`src/rtl/wdma_pkg.sv`:
```
package wdma_pkg;

    localparam int SEQ_W   = 32;
    localparam int WRAP_W  = 12;
    localparam int STEP_W  = 5;
    localparam int BURST_W = 4;

    // Field positions decoded by the channel's neighbours.
    localparam int WIDTH_LSB = 28;
    localparam int SWAP_BIT  = 27;
    localparam int BURST_LSB = 24;
    localparam int DBUF_BIT  = 19;
    localparam int WRAP_LSB  = 16;

    localparam logic [2:0] WIDTH_MAX_CODE = 3'd4;
    localparam logic [2:0] BURST_LO_CODE  = 3'd4;
    localparam logic [2:0] BURST_HI_CODE  = 3'd6;

    typedef enum logic [1:0] {
        ST_IDLE = 2'd0,
        ST_RUN  = 2'd1,
        ST_HALT = 2'd2
    } seq_state_e;

    typedef struct packed {
        logic [2:0] width;
        logic       swap;
        logic [2:0] burst;
        logic       dbuf;
        logic [2:0] wrap;
    } seq_fields_t;

    function automatic seq_fields_t fields_of(input logic [SEQ_W-1:0] w);
        seq_fields_t f;
        f.width = w[WIDTH_LSB +: 3];
        f.swap  = w[SWAP_BIT];
        f.burst = w[BURST_LSB +: 3];
        f.dbuf  = w[DBUF_BIT];
        f.wrap  = w[WRAP_LSB +: 3];
        return f;
    endfunction

    function automatic logic fields_bad(input bit mem_side, input seq_fields_t f);
        logic burst_bad;
        burst_bad = (f.burst < BURST_LO_CODE) || (f.burst > BURST_HI_CODE);
        return (f.width > WIDTH_MAX_CODE) || (mem_side && burst_bad);
    endfunction

    function automatic logic [WRAP_W-1:0] wrap_size(input bit mem_side, input logic [2:0] code);
        logic [WRAP_W-1:0] unit;
        unit = mem_side ? WRAP_W'(32) : WRAP_W'(1);
        if (code == 3'd0) return '0;
        return unit << (code - 3'd1);
    endfunction

endpackage

```
`src/rtl/wdma_field_decode.sv`:
```
module wdma_field_decode
    import wdma_pkg::*;
#(
    parameter bit MEM_SIDE = 1'b0
) (
    input  seq_fields_t          fields,
    output logic [STEP_W-1:0]    step_bytes,
    output logic [BURST_W-1:0]   burst_words,
    output logic                 byte_swap,
    output logic                 dbl_buf,
    output logic [WRAP_W-1:0]    wrap_words,
    output logic                 cfg_err
);

    always_comb begin
        unique case (fields.width)
            3'd0:    step_bytes = STEP_W'(1);
            3'd1:    step_bytes = STEP_W'(2);
            3'd2:    step_bytes = STEP_W'(4);
            3'd3:    step_bytes = STEP_W'(8);
            3'd4:    step_bytes = STEP_W'(16);
            default: step_bytes = '0;
        endcase
    end

    assign byte_swap  = fields.swap;
    assign wrap_words = wrap_size(MEM_SIDE, fields.wrap);
    assign cfg_err    = fields_bad(MEM_SIDE, fields);

    generate
        if (MEM_SIDE) begin : g_mem
            always_comb begin
                unique case (fields.burst)
                    3'd4:    burst_words = BURST_W'(1);
                    3'd5:    burst_words = BURST_W'(4);
                    3'd6:    burst_words = BURST_W'(8);
                    default: burst_words = '0;
                endcase
            end
            assign dbl_buf = fields.dbuf;
        end else begin : g_per
            logic per_unused;
            assign per_unused  = ^{fields.burst, fields.dbuf};
            assign burst_words = '0;
            assign dbl_buf     = 1'b0;
        end
    endgenerate

endmodule

```
`src/rtl/wdma_wrap_track.sv`:
```
module wdma_wrap_track
    import wdma_pkg::*;
(
    input  logic              clk,
    input  logic              rst_n,
    input  logic              clear,
    input  logic              advance,
    input  logic [WRAP_W-1:0] wrap_words,
    output logic              hit
);

    logic [WRAP_W-1:0] cnt_q;

    // >= rather than == so that a shrunk window wraps on the next word.
    assign hit = (wrap_words != '0) && (cnt_q >= (wrap_words - WRAP_W'(1)));

    always_ff @(posedge clk or negedge rst_n) begin
        if (!rst_n) begin
            cnt_q <= '0;
        end else if (clear) begin
            cnt_q <= '0;
        end else if (advance) begin
            if (hit)
                cnt_q <= '0;
            else if (wrap_words != '0)
                cnt_q <= cnt_q + WRAP_W'(1);
        end
    end

endmodule

```
`src/rtl/wdma_addr_seq.sv`:
```
module wdma_addr_seq
    import wdma_pkg::*;
#(
    parameter bit MEM_SIDE = 1'b0,
    parameter int ADDR_W   = 32
) (
    input  logic                clk,
    input  logic                rst_n,
    input  logic                seq_wr,
    input  logic [SEQ_W-1:0]    seq_data,
    input  logic                ptr_wr,
    input  logic [ADDR_W-1:0]   ptr_data,
    input  logic                xfer,
    output logic [ADDR_W-1:0]   addr,
    output logic [STEP_W-1:0]   step_bytes,
    output logic [BURST_W-1:0]  burst_words,
    output logic                byte_swap,
    output logic                dbl_buf,
    output logic [WRAP_W-1:0]   wrap_words,
    output logic                cfg_err,
    output logic                wrap_pulse
);

    localparam logic [SEQ_W-1:0] SEQ_RESET =
        MEM_SIDE ? (SEQ_W'(BURST_LO_CODE) << BURST_LSB) : '0;

    seq_state_e        state_q, state_d;
    seq_fields_t       fields_q, fields_d;
    logic [ADDR_W-1:0] addr_q, addr_d, base_q;
    logic              pulse_q, pulse_d;
    logic              advance, wrap_hit, bad_next;
    logic              seq_unused;

    assign seq_unused = ^{seq_data[31], seq_data[23:20], seq_data[15:0]};

    assign fields_d = seq_wr ? fields_of(seq_data) : fields_q;
    assign bad_next = fields_bad(MEM_SIDE, fields_d);

    wdma_field_decode #(.MEM_SIDE(MEM_SIDE)) u_dec (
        .fields      (fields_q),
        .step_bytes  (step_bytes),
        .burst_words (burst_words),
        .byte_swap   (byte_swap),
        .dbl_buf     (dbl_buf),
        .wrap_words  (wrap_words),
        .cfg_err     (cfg_err)
    );

    wdma_wrap_track u_wrap (
        .clk        (clk),
        .rst_n      (rst_n),
        .clear      (ptr_wr),
        .advance    (advance),
        .wrap_words (wrap_words),
        .hit        (wrap_hit)
    );

    // Next-state logic
    always_comb begin
        state_d = state_q;
        unique case (state_q)
            ST_IDLE: if (ptr_wr)    state_d = bad_next ? ST_HALT : ST_RUN;
            ST_RUN:  if (bad_next)  state_d = ST_HALT;
            ST_HALT: if (!bad_next) state_d = ST_RUN;
            default:                state_d = ST_IDLE;
        endcase
    end

    // State register
    always_ff @(posedge clk or negedge rst_n) begin
        if (!rst_n) state_q <= ST_IDLE;
        else        state_q <= state_d;
    end

    // Output and datapath logic
    always_comb begin
        advance = (state_q == ST_RUN) && xfer && !ptr_wr;
        pulse_d = advance && wrap_hit;
        addr_d  = addr_q;
        if (ptr_wr)
            addr_d = ptr_data;
        else if (advance)
            addr_d = wrap_hit ? base_q : addr_q + ADDR_W'(step_bytes);
    end

    always_ff @(posedge clk or negedge rst_n) begin
        if (!rst_n) begin
            fields_q <= fields_of(SEQ_RESET);
            addr_q   <= '0;
            base_q   <= '0;
            pulse_q  <= 1'b0;
        end else begin
            fields_q <= fields_d;
            addr_q   <= addr_d;
            pulse_q  <= pulse_d;
            if (ptr_wr) base_q <= ptr_data;
        end
    end

    assign addr       = addr_q;
    assign wrap_pulse = pulse_q;

endmodule

```
`config.mk`:
```
export PLATFORM = sky130hd
export DESIGN_NAME = wdma_addr_seq
export DESIGN_NICKNAME = d
export VERILOG_FILES = /design/src/rtl/wdma_pkg.sv /design/src/rtl/wdma_field_decode.sv /design/src/rtl/wdma_wrap_track.sv /design/src/rtl/wdma_addr_seq.sv
export SDC_FILE = /design/constraint.sdc
export NUM_CORES = 1
export LEC_CHECK = 0
export ABC_AREA = 1
export CAP_MARGIN = 25
export CORE_MARGIN = 4
export CORE_UTILIZATION = 35
export CTS_CLUSTER_SIZE = 28
export DETAILED_ROUTE_END_ITERATION = 16
export DONT_BUFFER_PORTS = 1
export HOLD_SLACK_MARGIN = 0.05
export PLACE_DENSITY = 0.49
export RECOVER_POWER = 25
export SYNTH_ARGS = -nofsm -noshare
export SYNTH_HDL_FRONTEND = slang
export SYNTH_SLANG_ARGS = --single-unit
```
`constraint.sdc`:
```
create_clock -name clk -period 7.72 [get_ports clk]
set_input_delay 1.158 -clock clk [delete_from_list [all_inputs] [get_ports clk]]
set_output_delay 1.158 -clock clk [all_outputs]
set_load 0.1 [all_outputs]
```
==> results of run 1 <==
## critical path: stages, from the launching register on
cell	delay [ps]
sky130_fd_sc_hd__dfrtp_1	450
sky130_fd_sc_hd__inv_1	100
sky130_fd_sc_hd__nand2_1	90
sky130_fd_sc_hd__nor2_2	840
sky130_fd_sc_hd__inv_1	220
sky130_fd_sc_hd__ha_1	320
sky130_fd_sc_hd__o21ai_0	170
sky130_fd_sc_hd__inv_1	60
sky130_fd_sc_hd__ha_1	260
sky130_fd_sc_hd__nand2_1	60
sky130_fd_sc_hd__inv_1	50
sky130_fd_sc_hd__nand2_1	60
sky130_fd_sc_hd__nand2_1	40
sky130_fd_sc_hd__a21oi_1	290
sky130_fd_sc_hd__nand2_2	110
sky130_fd_sc_hd__nand2_2	70
sky130_fd_sc_hd__buf_4	510
sky130_fd_sc_hd__nand2_2	340
sky130_fd_sc_hd__inv_2	300
sky130_fd_sc_hd__nand2_1	120
sky130_fd_sc_hd__a21oi_2	140
## worst min path at each step
stage,from,endpoint,slack [ps]
after floorplan,base_q[10]$_DFFE_PN0P_,base_q[10]$_DFFE_PN0P_,440
after global placement,base_q[2]$_DFFE_PN0P_,base_q[2]$_DFFE_PN0P_,450
after detailed placement,base_q[11]$_DFFE_PN0P_,base_q[11]$_DFFE_PN0P_,450
after CTS,base_q[11]$_DFFE_PN0P_,base_q[11]$_DFFE_PN0P_,470
after global routing,rst_n,u_wrap.cnt_q[10]$_DFFE_PN0P_,490
final,base_q[2]$_DFFE_PN0P_,base_q[2]$_DFFE_PN0P_,470
## synth_stat cells (all sizes together)
master  count
ha         20
inv       101
a31oi       2
o21a        2
or2         3
nor3b       1
xnor2       5
o21ai      39
dfrtp      86
nand4      10
xor2       12
nor3        9
a31o        1
fa          1
o21bai      2
nand3      52
o211ai      1
clkbuf     12
clkinv      1
a21oi      42
nor4        1
a21boi      1
nand2     331
nor2      117
nand3b      4
buf        22
conb        1
o31ai       1
## metrics by stage
step | cell area [um2] | instances | util (%)
floorplan | 5886 | 889 | -
global placement | 6115 | 1082 | 37.14
detailed placement | 6409 | 1097 | 38.92
CTS | 6711 | 1113 | 40.76
global route | 6726 | 1114 | 40.85
finish | 6726 | 1114 | 40.85
## logic make-up after synthesis
group / synth area share, %
other: 0.06408
and+or+nand+nor: 36.56
AOI/OAI and AO/OA: 9.279
buffers and inverters: 10.16
adders and majority gates: 4.618
xor gates and xnor gates: 2.544
DFF: 36.78
## sequential cells by signal (all words and copies together), names as in the netlist
name          cells
wrap_pulse        1
addr             32
fields_q          7
state_q           2
u_wrap.cnt_q     12
base_q           32
## per-layer routing
| layer | GRT usage, % | vias up |
|---|---|---|
| li1 | - | 2760 |
| met1 | 26.21 | 2376 |
| met2 | 27.93 | 92 |
| met3 | 3.981 | 24 |
| met4 | 6.874 | 0 |
| met5 | 0 | - |
## where the power goes
group | leakage, uW | switching [uW] | internal, uW
clock network | 0.000146 | 181 | 268
logic | 0.00228 | 367 | 193
registers | 0.00105 | 379 | 510
## layout by cell type (no fill, tap or decap), types with 2 or more instances in the layout
cell type	n
sky130_fd_sc_hd__nand2_1	327
sky130_fd_sc_hd__nor2_1	105
sky130_fd_sc_hd__inv_1	98
sky130_fd_sc_hd__dfrtp_1	86
sky130_fd_sc_hd__nand3_1	52
sky130_fd_sc_hd__a21oi_1	30
sky130_fd_sc_hd__o21ai_0	21
sky130_fd_sc_hd__ha_1	20
sky130_fd_sc_hd__o21ai_1	13
sky130_fd_sc_hd__clkbuf_16	13
sky130_fd_sc_hd__a21oi_2	12
sky130_fd_sc_hd__xor2_1	12
sky130_fd_sc_hd__nor2_2	11
sky130_fd_sc_hd__nand4_1	10
sky130_fd_sc_hd__conb_1	10
sky130_fd_sc_hd__buf_16	9
sky130_fd_sc_hd__nor3_2	5
sky130_fd_sc_hd__xnor2_1	5
sky130_fd_sc_hd__o21ai_2	5
sky130_fd_sc_hd__nand2_2	4
sky130_fd_sc_hd__nor3_1	4
sky130_fd_sc_hd__nand3b_1	4
sky130_fd_sc_hd__inv_2	3
sky130_fd_sc_hd__or2_2	3
sky130_fd_sc_hd__buf_6	3
sky130_fd_sc_hd__buf_4	3
sky130_fd_sc_hd__o21bai_1	2
sky130_fd_sc_hd__a31oi_1	2
sky130_fd_sc_hd__o21a_1	2
sky130_fd_sc_hd__clkbuf_8	2
sky130_fd_sc_hd__clkbuf_1	2
sky130_fd_sc_hd__buf_1	2
## area by class of cell
class	count	area, um2	area share (%)
well taps	220	275.3	4.092
inverters	102	382.9	5.692
flip-flops and latches	86	2152	31.99
repair buffers	23	431.7	6.417
multi-input cells	667	3182	47.30
clock inverters	3	42.54	0.6324
clock buffers	13	260.3	3.869
==> results.tsv, run 1 <==
metric	value	unit
routed wire length per instance	15.09	um
maximum number of pins on one net before global-route repair	87	
origin of the worst setup path	fields_q[1]$_DFFE_PN0P_	
length in cells of the worst reg-to-reg path	20	
reg-to-reg setup timing slack	3030	ps
fraction of the yosys area taken by sequential cells	36.78	%
Critical Path Source Type	register	
1st-pass router iterations	4	
number of placement rows	47	
number of flip-flops and latches in the synthesized netlist	86	
CORE AREA	16470	um2
number of sinks driven by the clock tree	86	
starting density of the core	35.54	%
number of diodes	0	
global placer's final weighted congestion	0.8858	
library cells used by synthesis	39	
overall routed net length	16810	um
number of warnings printed during yosys synthesis	0	
Vias	5252	
endpoints failing hold	0	
element type at the critical path end	register	
cell leakage power	0.003479	uW
cts-stage hold buffer count	0	
number of DRC markers in iteration 0	270	
number of antenna violations at the first check in global routing	0	
class of the worst hold path	register to register	
worst slew slack as a fraction of its limit	25.78	%
post-cts resize count	0	
worst-margin pin slew	1113	ps
detailed-routed wire length on met2	7393	um
CTS clock-pin slew for the worst setup and hold paths	60	ps
post-route fraction of the period consumed by the critical path	60.79	%
cell area after synthesis	5852	um2
Crit path required time	7990	ps
crit path setup slack, layout	3027	ps
post-synthesis average cell area	6.650	um2
sum of negative setup slack	0	ps
overall overflow remaining after global route	0	
largest buffer count on any clock path	2	
run status	complete, no violations	
number of design rule violations left after detail routing	0	
source of the worst register-to-register timing path	fields_q[1]$_DFFE_PN0P_	
post-layout min period	4693	ps
Yosys top cell by area	sky130_fd_sc_hd__dfrtp_1	
pins over their slew limit	0	
portion of synthesized cell area occupied by the leading cell type	36.78	%
setup repair after global routing missed its margin	no	
count of buffers inserted at the top-level ports	0	
Max Cap Violations	0	
Layout Area Growth over Synthesis	14.95	%
Metal-1 WL	8258	um
Inserted Clock Buffers	9	
hold path cells	2	
half-perimeter wire length of the detailed placement result	12300	um
Die H	137.3	um
Via density	4.715	
final-layout fill cell count	1755	
post-synthesis cell count	880	
peak fanout along the critical path	47	
Worst EP arrival	4970	ps
worst setup path end	addr[11]$_DFFE_PN0P_	
power density over the cells	282.4	nW/um2
clock tree from TritonCTS	done	
# IOs	126	
worst setup timing slack at the placement stage	3011	ps
hold slack	465.5	ps
proportion of layout cells with a drive suffix above 1	8.949	%
final setup violation count	0	
clock tree root buffer cell	sky130_fd_sc_hd__clkbuf_16	
overall power consumption	1900	uW
via count of the first global-routing pass	4950	
maximum operating frequency	213.1	MHz
all-layer global routing usage	18.57	%
Worst IR Drop VDD	0.1086	mV
latest clock arrival within the worst-skew pair	350	ps
first-pass GRT wire length	26820	um
reg-to-reg endpoint	addr[11]$_DFFE_PN0P_	
number of setup buffers added after CTS	0	
remaining number of nets flagged by the antenna check after routing	0	
Detail Route met3 WL	813	um
critical setup path kind	register to register	
die footprint	18850	um2
top layer reached by signal wires	met4	
Layout Skew	6.704	ps
Die X	137.3	um
ranking of synthesized cells by area	sky130_fd_sc_hd__dfrtp_1 (37%), sky130_fd_sc_hd__nand2_1 (21%), sky130_fd_sc_hd__nor2_1 (7.3%), sky130_fd_sc_hd__inv_1 (6.3%), sky130_fd_sc_hd__nand3_1 (4.4%)	
number of nets in the layout	979	
CTS H-tree lvls	3	
Power figures use the tool's default switching activity.
==> run 2, diff against run 1 <==
Settings changed: ABC_AREA 1 to 0, PLACE_DENSITY 0.49 to 0.51.
Clock period 7.72 ns to 3.82 ns, I/O delays scaled along.
==> run 2 against run 1 <==
  * The flow now finishes with violations (capacitance limit, slew limit)
  * Global-route usage decreased by 0.64 points
  * Sequential power rose by 24%
  * Register-to-register slack got worse by 2700 ps
  * Design area decreased by 5.0%
  * Critical path depth shrank 9
  * Routed wire length shrank 3.8%
  * Highest routed layer unchanged
  * Hold slack worse by 150 ps
  * Clock skew grew 6.9 ps
  * Final cell count down 25%
  * Synthesized cell count down 33%
  * Via count decreased by 9.9%
==> results.tsv, run 2 <==
metric	value	unit	change
worst slew slack as a fraction of its limit	-50.07	%	-76 points
Vias	4731		-9.9%
overall routed net length	16160	um	-3.8%
element type at the critical path end	register		
hold slack	320.0	ps	-145.6 ps
portion of synthesized cell area occupied by the leading cell type	38.76	%	+2.0 points
overall power consumption	3132	uW	+65%
worst-margin pin slew	2251	ps	+1138 ps
CTS clock-pin slew for the worst setup and hold paths	60	ps	about the same
final setup violation count	0		unchanged
Worst IR Drop VDD	0.2386	mV	+120%
leading cell type in the layout, fill and taps excluded	sky130_fd_sc_hd__dfrtp_1		
ranking of synthesized cells by instance count	sky130_fd_sc_hd__dfrtp_1 (86), sky130_fd_sc_hd__nand2_1 (47), sky130_fd_sc_hd__a21oi_1 (33), sky130_fd_sc_hd__inv_1 (33), sky130_fd_sc_hd__o21ai_0 (27)		
Via density	5.686		+21%
number of placement rows	45		-4.3%
Layout Skew	13.64	ps	+6.939 ps
number of warnings printed during yosys synthesis	0		unchanged
latest clock arrival within the worst-skew pair	360	ps	about the same
all-layer global routing usage	17.93	%	-0.64 points
detailed-routed wire length on met2	7204	um	-2.6%
global placer's final weighted congestion	0.8034		-9.3%
power density over the cells	490.3	nW/um2	+74%
Layout Area Growth over Synthesis	15.03	%	about the same
half-perimeter wire length of the detailed placement result	11130	um	-9.5%
Critical Path Source Type	register		
Crit path required time	4060	ps	-3930 ps
number of DRC markers in iteration 0	394		+46%
post-synthesis average cell area	9.476	um2	+42%
sum of negative setup slack	0	ps	unchanged
commonest cells after routing, fill and taps aside	sky130_fd_sc_hd__dfrtp_1 (86), sky130_fd_sc_hd__buf_4 (50), sky130_fd_sc_hd__nand2_1 (47)		
routed wire length per instance	19.42	um	+29%
run status	finished with violations		
Inserted Clock Buffers	9		unchanged
1st-pass router iterations	5		+1
peak fanout along the critical path	15		-68%
Primary FF master, synth	sky130_fd_sc_hd__dfrtp_1		
post-cts resize count	0		unchanged
Yosys top cell by area	sky130_fd_sc_hd__dfrtp_1		
number of flip-flops and latches in the synthesized netlist	86		unchanged
most used standard cell by instance count after synthesis	sky130_fd_sc_hd__dfrtp_1		
overall overflow remaining after global route	0		unchanged
CTS H-tree lvls	3		unchanged
number of setup buffers added after CTS	0		unchanged
cell area after synthesis	5553	um2	-5.1%
first-pass GRT wire length	25580	um	-4.6%
endpoints failing hold	0		unchanged
class of the worst hold path	input pin to register		
fraction of the yosys area taken by sequential cells	38.76	%	+2.0 points
post-synthesis cell count	586		-33%
number of antenna violations at the first check in global routing	0		unchanged
setup repair after global routing missed its margin	no		
Max Cap Violations	1		+1
Detail Route met3 WL	1232	um	+52%
number of diodes	0		unchanged
clock tree from TritonCTS	done		
Worst EP arrival	3690	ps	-1280 ps
maximum operating frequency	289.9	MHz	+36%
cts-stage hold buffer count	1		+1
pins over their slew limit	87		+87
Die X	134.0	um	-2.4%
ranking of synthesized cells by area	sky130_fd_sc_hd__dfrtp_1 (39%), sky130_fd_sc_hd__mux2_2 (4.9%), sky130_fd_sc_hd__ha_1 (4.5%), sky130_fd_sc_hd__nand2_1 (3.2%), sky130_fd_sc_hd__a21oi_1 (3.0%)		
number of design rule violations left after detail routing	0		unchanged
# IOs	126		unchanged
Die H	134.0	um	-2.4%
violated checks	capacitance limit, slew limit		
post-layout min period	3449	ps	-1244 ps
library cells used by synthesis	87		+120%
via count of the first global-routing pass	4636		-6.3%
proportion of layout cells with a drive suffix above 1	20.45	%	+12 points
count of buffers inserted at the top-level ports	0		unchanged
starting density of the core	36.13	%	+0.59 points
maximum number of pins on one net before global-route repair	90		+3.4%
number of enable flip-flop cells after synthesis	0		unchanged
clock tree root buffer cell	sky130_fd_sc_hd__clkbuf_16		
async set-reset flop share out of synthesis	100.0	%	unchanged
number of sinks driven by the clock tree	86		unchanged
remaining number of nets flagged by the antenna check after routing	0		unchanged
CORE AREA	15370	um2	-6.6%
die footprint	17940	um2	-4.8%
cell leakage power	0.002839	uW	-18%
largest buffer count on any clock path	2		unchanged
post-route fraction of the period consumed by the critical path	90.30	%	+30 points
Metal-1 WL	7416	um	-10%
number of nets in the layout	706		-28%
critical setup path kind	register to register		
top layer reached by signal wires	met4		
## run 2: report_power, final
group          internal, uW  switching, uW  total [uW]  leakage [uW]
combinational           286            839        1120       0.00165
sequential             1000           92.4        1100       0.00104
clock                   509            400         910      0.000142
total                  1800           1330        3130       0.00284
## run 2: final cells by class
cell class,count,area [um2]
Timing Repair Buffer,55,461.7
Multi-Input combinational cell,430,3084
Sequential cell,86,2152
Clock buffer,9,225.2
Inverter,34,127.6
Fill cell,1527,8984
Clock inverter,7,72.57
Tap cell,211,264.0
## run 2: path summary, 6_finish.rpt
kind / from / depth (start not counted) / to / slack, ps
hold reg to reg: base_q[23]$_DFFE_PN0P_ / 1 / base_q[23]$_DFFE_PN0P_ / 490
max in group asynchronous: rst_n / 1 / base_q[11]$_DFFE_PN0P_ / 1620
hold / removal: seq_wr / 1 / fields_q[1]$_DFFE_PN0P_ / 320
min in group asynchronous: rst_n / 1 / base_q[28]$_DFFE_PN0P_ / 890
setup / recovery: fields_q[1]$_DFFE_PN0P_ / 11 / addr[15]$_DFFE_PN0P_ / 370
setup reg to reg: fields_q[1]$_DFFE_PN0P_ / 11 / addr[15]$_DFFE_PN0P_ / 370
## run 2: per-stage QoR
step	utilization (%)	cell area [um2]	setup slack, ps	cells
final	41.55	6387	370.7	832
after floorplan	-	5604	43.62	595
after global routing	41.55	6387	184.1	832
after CTS	41.50	6379	380.1	830
after detailed placement	39.38	6053	404.0	813
after global placement	39.38	6053	401.9	813
## run 2: critical path: stages, from the launching register on
cell and delay, ps:
sky130_fd_sc_hd__dfrtp_1 460, sky130_fd_sc_hd__inv_1 150, sky130_fd_sc_hd__or3_1 420, sky130_fd_sc_hd__ha_1 290, sky130_fd_sc_hd__mux2i_1 150, sky130_fd_sc_hd__ha_1 300, sky130_fd_sc_hd__nand4_1 180, sky130_fd_sc_hd__o311ai_4 310
sky130_fd_sc_hd__buf_4 260, sky130_fd_sc_hd__nand2_2 310, sky130_fd_sc_hd__mux2i_1 200, sky130_fd_sc_hd__a221oi_1 300
## run 2: cell families (layout without fill, tap and decap cells)
family                     after synthesis  in the layout  synth area share (%)
AOI/OAI and AO/OA                      176            176                 23.12
xor gates and xnor gates                 5              5                0.7888
adders and majority gates               21             21                 4.867
buffers and inverters                   79            105                 7.142
DFF                                     86             86                 38.76
muxes                                   37             37                 7.210
other                                    1             10               0.06753
and+or+nand+nor                        181            181                 18.05
## run 2: routing by layer
| layer | GRT usage [%] | vias to the layer above |
|---|---|---|
| met5 | 0 | - |
| met4 | 6.171 | 0 |
| met3 | 5.589 | 29 |
| met2 | 27.71 | 150 |
| met1 | 23.86 | 2337 |
| li1 | - | 2215 |
==> run 3, diff against run 2 <==
Settings changed: CELL_PAD_IN_SITES_DETAIL_PLACEMENT from default to 1, CELL_PAD_IN_SITES_GLOBAL_PLACEMENT from default to 2, PLACE_DENSITY 0.51 to 0.76.
==> run 3 against run 2 <==
  * The run still ends with capacitance limit, slew limit left
  * Setup slack lost 34 ps
  * Routed wire length grew 6.2%
  * Final cell count grew 0.12%
  * Register-to-register slack lost 30 ps
  * Die area is the same
  * Sequential share of layout area is essentially flat
  * Core utilization is essentially flat
  * Via count grew 0.61%
  * Maximum frequency shrank 0.98%
  * Non-clock buffer count grew 1
  * Highest routed layer unchanged
  * Clock skew shrank 2.3 ps
  * Largest cell class unchanged
==> results.tsv, run 3 (same netlist as run 2, synthesis figures left out) <==
metric	value	unit	change
leading cell type in the layout, fill and taps excluded	sky130_fd_sc_hd__dfrtp_1		
overall overflow remaining after global route	0		unchanged
Layout Area Growth over Synthesis	15.07	%	about the same
Worst IR Drop VDD	0.2416	mV	+1.3%
clock tree from TritonCTS	done		
crit-path cells	inv_1 > or3_1 > ha_1 > xnor2_1 > ha_1 > o21a_1 > nor2_1 > o311ai_4 > buf_4 > a21oi_2 > buf_4 > a221o_1 > o2bb2ai_1		
maximum operating frequency	287.1	MHz	-0.98%
count of buffers inserted at the top-level ports	0		unchanged
sum of negative setup slack	0	ps	unchanged
slowest stage cell on the critical path	sky130_fd_sc_hd__dfrtp_1		
maximum number of pins on one net before global-route repair	90		unchanged
1st-pass router iterations	4		-1
length in cells of the worst reg-to-reg path	13		+2
worst-margin pin slew	2312	ps	+61.29 ps
largest buffer count on any clock path	2		unchanged
worst slew slack as a fraction of its limit	-54.16	%	-4.1 points
post-route fraction of the period consumed by the critical path	91.19	%	+0.89 points
source of the worst register-to-register timing path	fields_q[1]$_DFFE_PN0P_		
# IOs	126		unchanged
number of buffers and inverters on the critical path	3		+1
crit path setup slack, layout	336.6	ps	-34.13 ps
all-layer global routing usage	19.62	%	+1.7 points
Crit. path cell count	13		+2
clock tree root buffer cell	sky130_fd_sc_hd__clkbuf_16		
Crit path required time	4060	ps	about the same
part of the total power dissipated in sequential elements	35.8	%	+0.8 points
violated checks	capacitance limit, slew limit		
worst setup path end	addr[31]$_DFFE_PN0P_		
CP peak stage delay	470	ps	about the same
number of antenna violations at the first check in global routing	0		unchanged
number of DRC markers in iteration 0	262		-34%
CORE AREA	15370	um2	unchanged
via count of the first global-routing pass	5182		+12%
class of the worst hold path	input pin to register		
total internal power	1794	uW	-0.37%
reg-to-reg endpoint	addr[31]$_DFFE_PN0P_		
remaining number of nets flagged by the antenna check after routing	0		unchanged
setup repair after global routing missed its margin	no		
Max Cap Violations	1		unchanged
final setup violation count	0		unchanged
routed wire length per instance	20.59	um	+6.0%
run status	finished with violations		
Via density	5.714		+0.49%
commonest cells after routing, fill and taps aside	sky130_fd_sc_hd__dfrtp_1 (86), sky130_fd_sc_hd__buf_4 (52), sky130_fd_sc_hd__nand2_1 (47)		
Vias	4760		+0.61%
CTS H-tree lvls	3		unchanged
Die H	134.0	um	unchanged
origin of the worst setup path	fields_q[1]$_DFFE_PN0P_		
Worst EP arrival	3720	ps	+30 ps
portion of total power attributed to the clock network	28.8	%	-0.2 points
overall power consumption	3118	uW	-0.43%
Layout Skew	11.31	ps	-2.330 ps
die footprint	17940	um2	unchanged
power density over the cells	488.0	nW/um2	-0.47%
endpoints failing hold	0		unchanged
CTS clock-pin slew for the worst setup and hold paths	60	ps	about the same
proportion of layout cells with a drive suffix above 1	20.42	%	-0.033 points
half-perimeter wire length of the detailed placement result	12300	um	+11%
part of the power in combinational logic	35.4	%	-0.5 points
first-pass GRT wire length	27910	um	+9.1%
number of setup buffers added after CTS	0		unchanged
global placer's final weighted congestion	0.7810		-2.8%
reg-to-reg setup timing slack	340	ps	-30 ps
Die X	134.0	um	unchanged
worst setup timing slack at the placement stage	245.0	ps	-159.0 ps
number of placement rows	45		unchanged
latest clock arrival within the worst-skew pair	360	ps	about the same
number of design rule violations left after detail routing	0		unchanged
critical setup path kind	register to register		
Inserted Clock Buffers	9		unchanged
number of diodes	0		unchanged
Critical Path Source Type	register		
P_sw	1324	uW	-0.52%
standard cell area after detailed placement	6088	um2	+0.58%
cell leakage power	0.002848	uW	+0.34%
number of nets in the layout	707		+0.14%
starting density of the core	36.13	%	unchanged
overall routed net length	17150	um	+6.2%
element type at the critical path end	register		
Sw Ratio	42.48	%	about the same
peak fanout along the critical path	17		+2
post-layout min period	3483	ps	+34.12 ps
number of sinks driven by the clock tree	86		unchanged
pins over their slew limit	87		unchanged
delay-heaviest family, CP	compound AO/OA/AOI/OAI gates		
Non-Filler Cell Area, Final	6390	um2	about the same
-- run 3: cell count changes in the layout (fill, tap and decap cells not counted) --
cell	change
sky130_fd_sc_hd__buf_16	-1
sky130_fd_sc_hd__buf_12	+1
sky130_fd_sc_hd__inv_6	-1
sky130_fd_sc_hd__nand2_4	+1
sky130_fd_sc_hd__clkinv_2	-1
sky130_fd_sc_hd__buf_4	+2
sky130_fd_sc_hd__nand2_2	-1
sky130_fd_sc_hd__clkbuf_1	+1
-- run 3: power by group through the flow --
| stage | registers (uW) | logic [uW] | clock network, uW |
|---|---|---|---|
| after floorplan | 1470 | 527 | 0 |
| after global placement | 1130 | 1070 | 0 |
| after detailed placement | 1130 | 1090 | 0 |
| after CTS | 1120 | 1120 | 920 |
| after global routing | 1130 | 1180 | 960 |
| final | 1120 | 1100 | 899 |
-- run 3: layout make-up --
class | count | area [um2]
inverter | 34 | 127.6
clock buffer | 11 | 232.7
fill | 1759 | 8981
tap | 211 | 264.0
multi-input combinational | 430 | 3089
timing repair buffer | 56 | 465.4
sequential | 86 | 2152
clock inverter | 5 | 58.81
-- run 3: worst min-delay path by stage --
stage,from,endpoint,slack (ps),cells after the start
after floorplan,rst_n,addr[0]$_DFFE_PN0P_,280,0
after global placement,rst_n,u_wrap.cnt_q[2]$_DFFE_PN0P_,280,0
after detailed placement,rst_n,u_wrap.cnt_q[2]$_DFFE_PN0P_,280,0
after CTS,rst_n,base_q[29]$_DFFE_PN0P_,150,1
after global routing,seq_wr,fields_q[1]$_DFFE_PN0P_,320,1
final,seq_wr,fields_q[1]$_DFFE_PN0P_,320,1
-- run 3: timing repair --
item / 4_1_cts / 5_1_grt
endpoints found under the hold margin: 86 / 0
hold buffers: 1 / 0
setup endpoints to repair: 0 / 1
gates resized for setup: 0 / 1
-- run 3: metal layers --
| metal | vias up | GRT usage (%) | share of wire (%) |
|---|---|---|---|
| met5 | - | 0 | 0 |
| met4 | 0 | 6.514 | 1.6 |
| met3 | 20 | 4.764 | 6.5 |
| met2 | 107 | 32.93 | 48 |
| met1 | 2415 | 24.84 | 44 |
| li1 | 2218 | - | - |
-- run 3: through the flow --
step / hold WS [ps] / std cells / util, %
6_report: 315.8 / 833 / 41.57
5_1_grt: 320.6 / 833 / 41.57
4_1_cts: 154.1 / 833 / 41.69
3_5_place_dp: 281.9 / 816 / 39.61
3_3_place_gp: 283.9 / 816 / 39.61
2_1_floorplan: 277.4 / 595 / -
-- run 3: worst reg2reg max path, delay by kind of cell, from the launching register on --
kind / cells / cell delay, ps
buffers and inverters: 3 / 610
AOI/OAI and AO/OA: 5 / 1080
adders and majority gates: 2 / 540
xor gates and xnor gates: 1 / 190
and+or+nand+nor: 2 / 490
DFF: 1 / 470
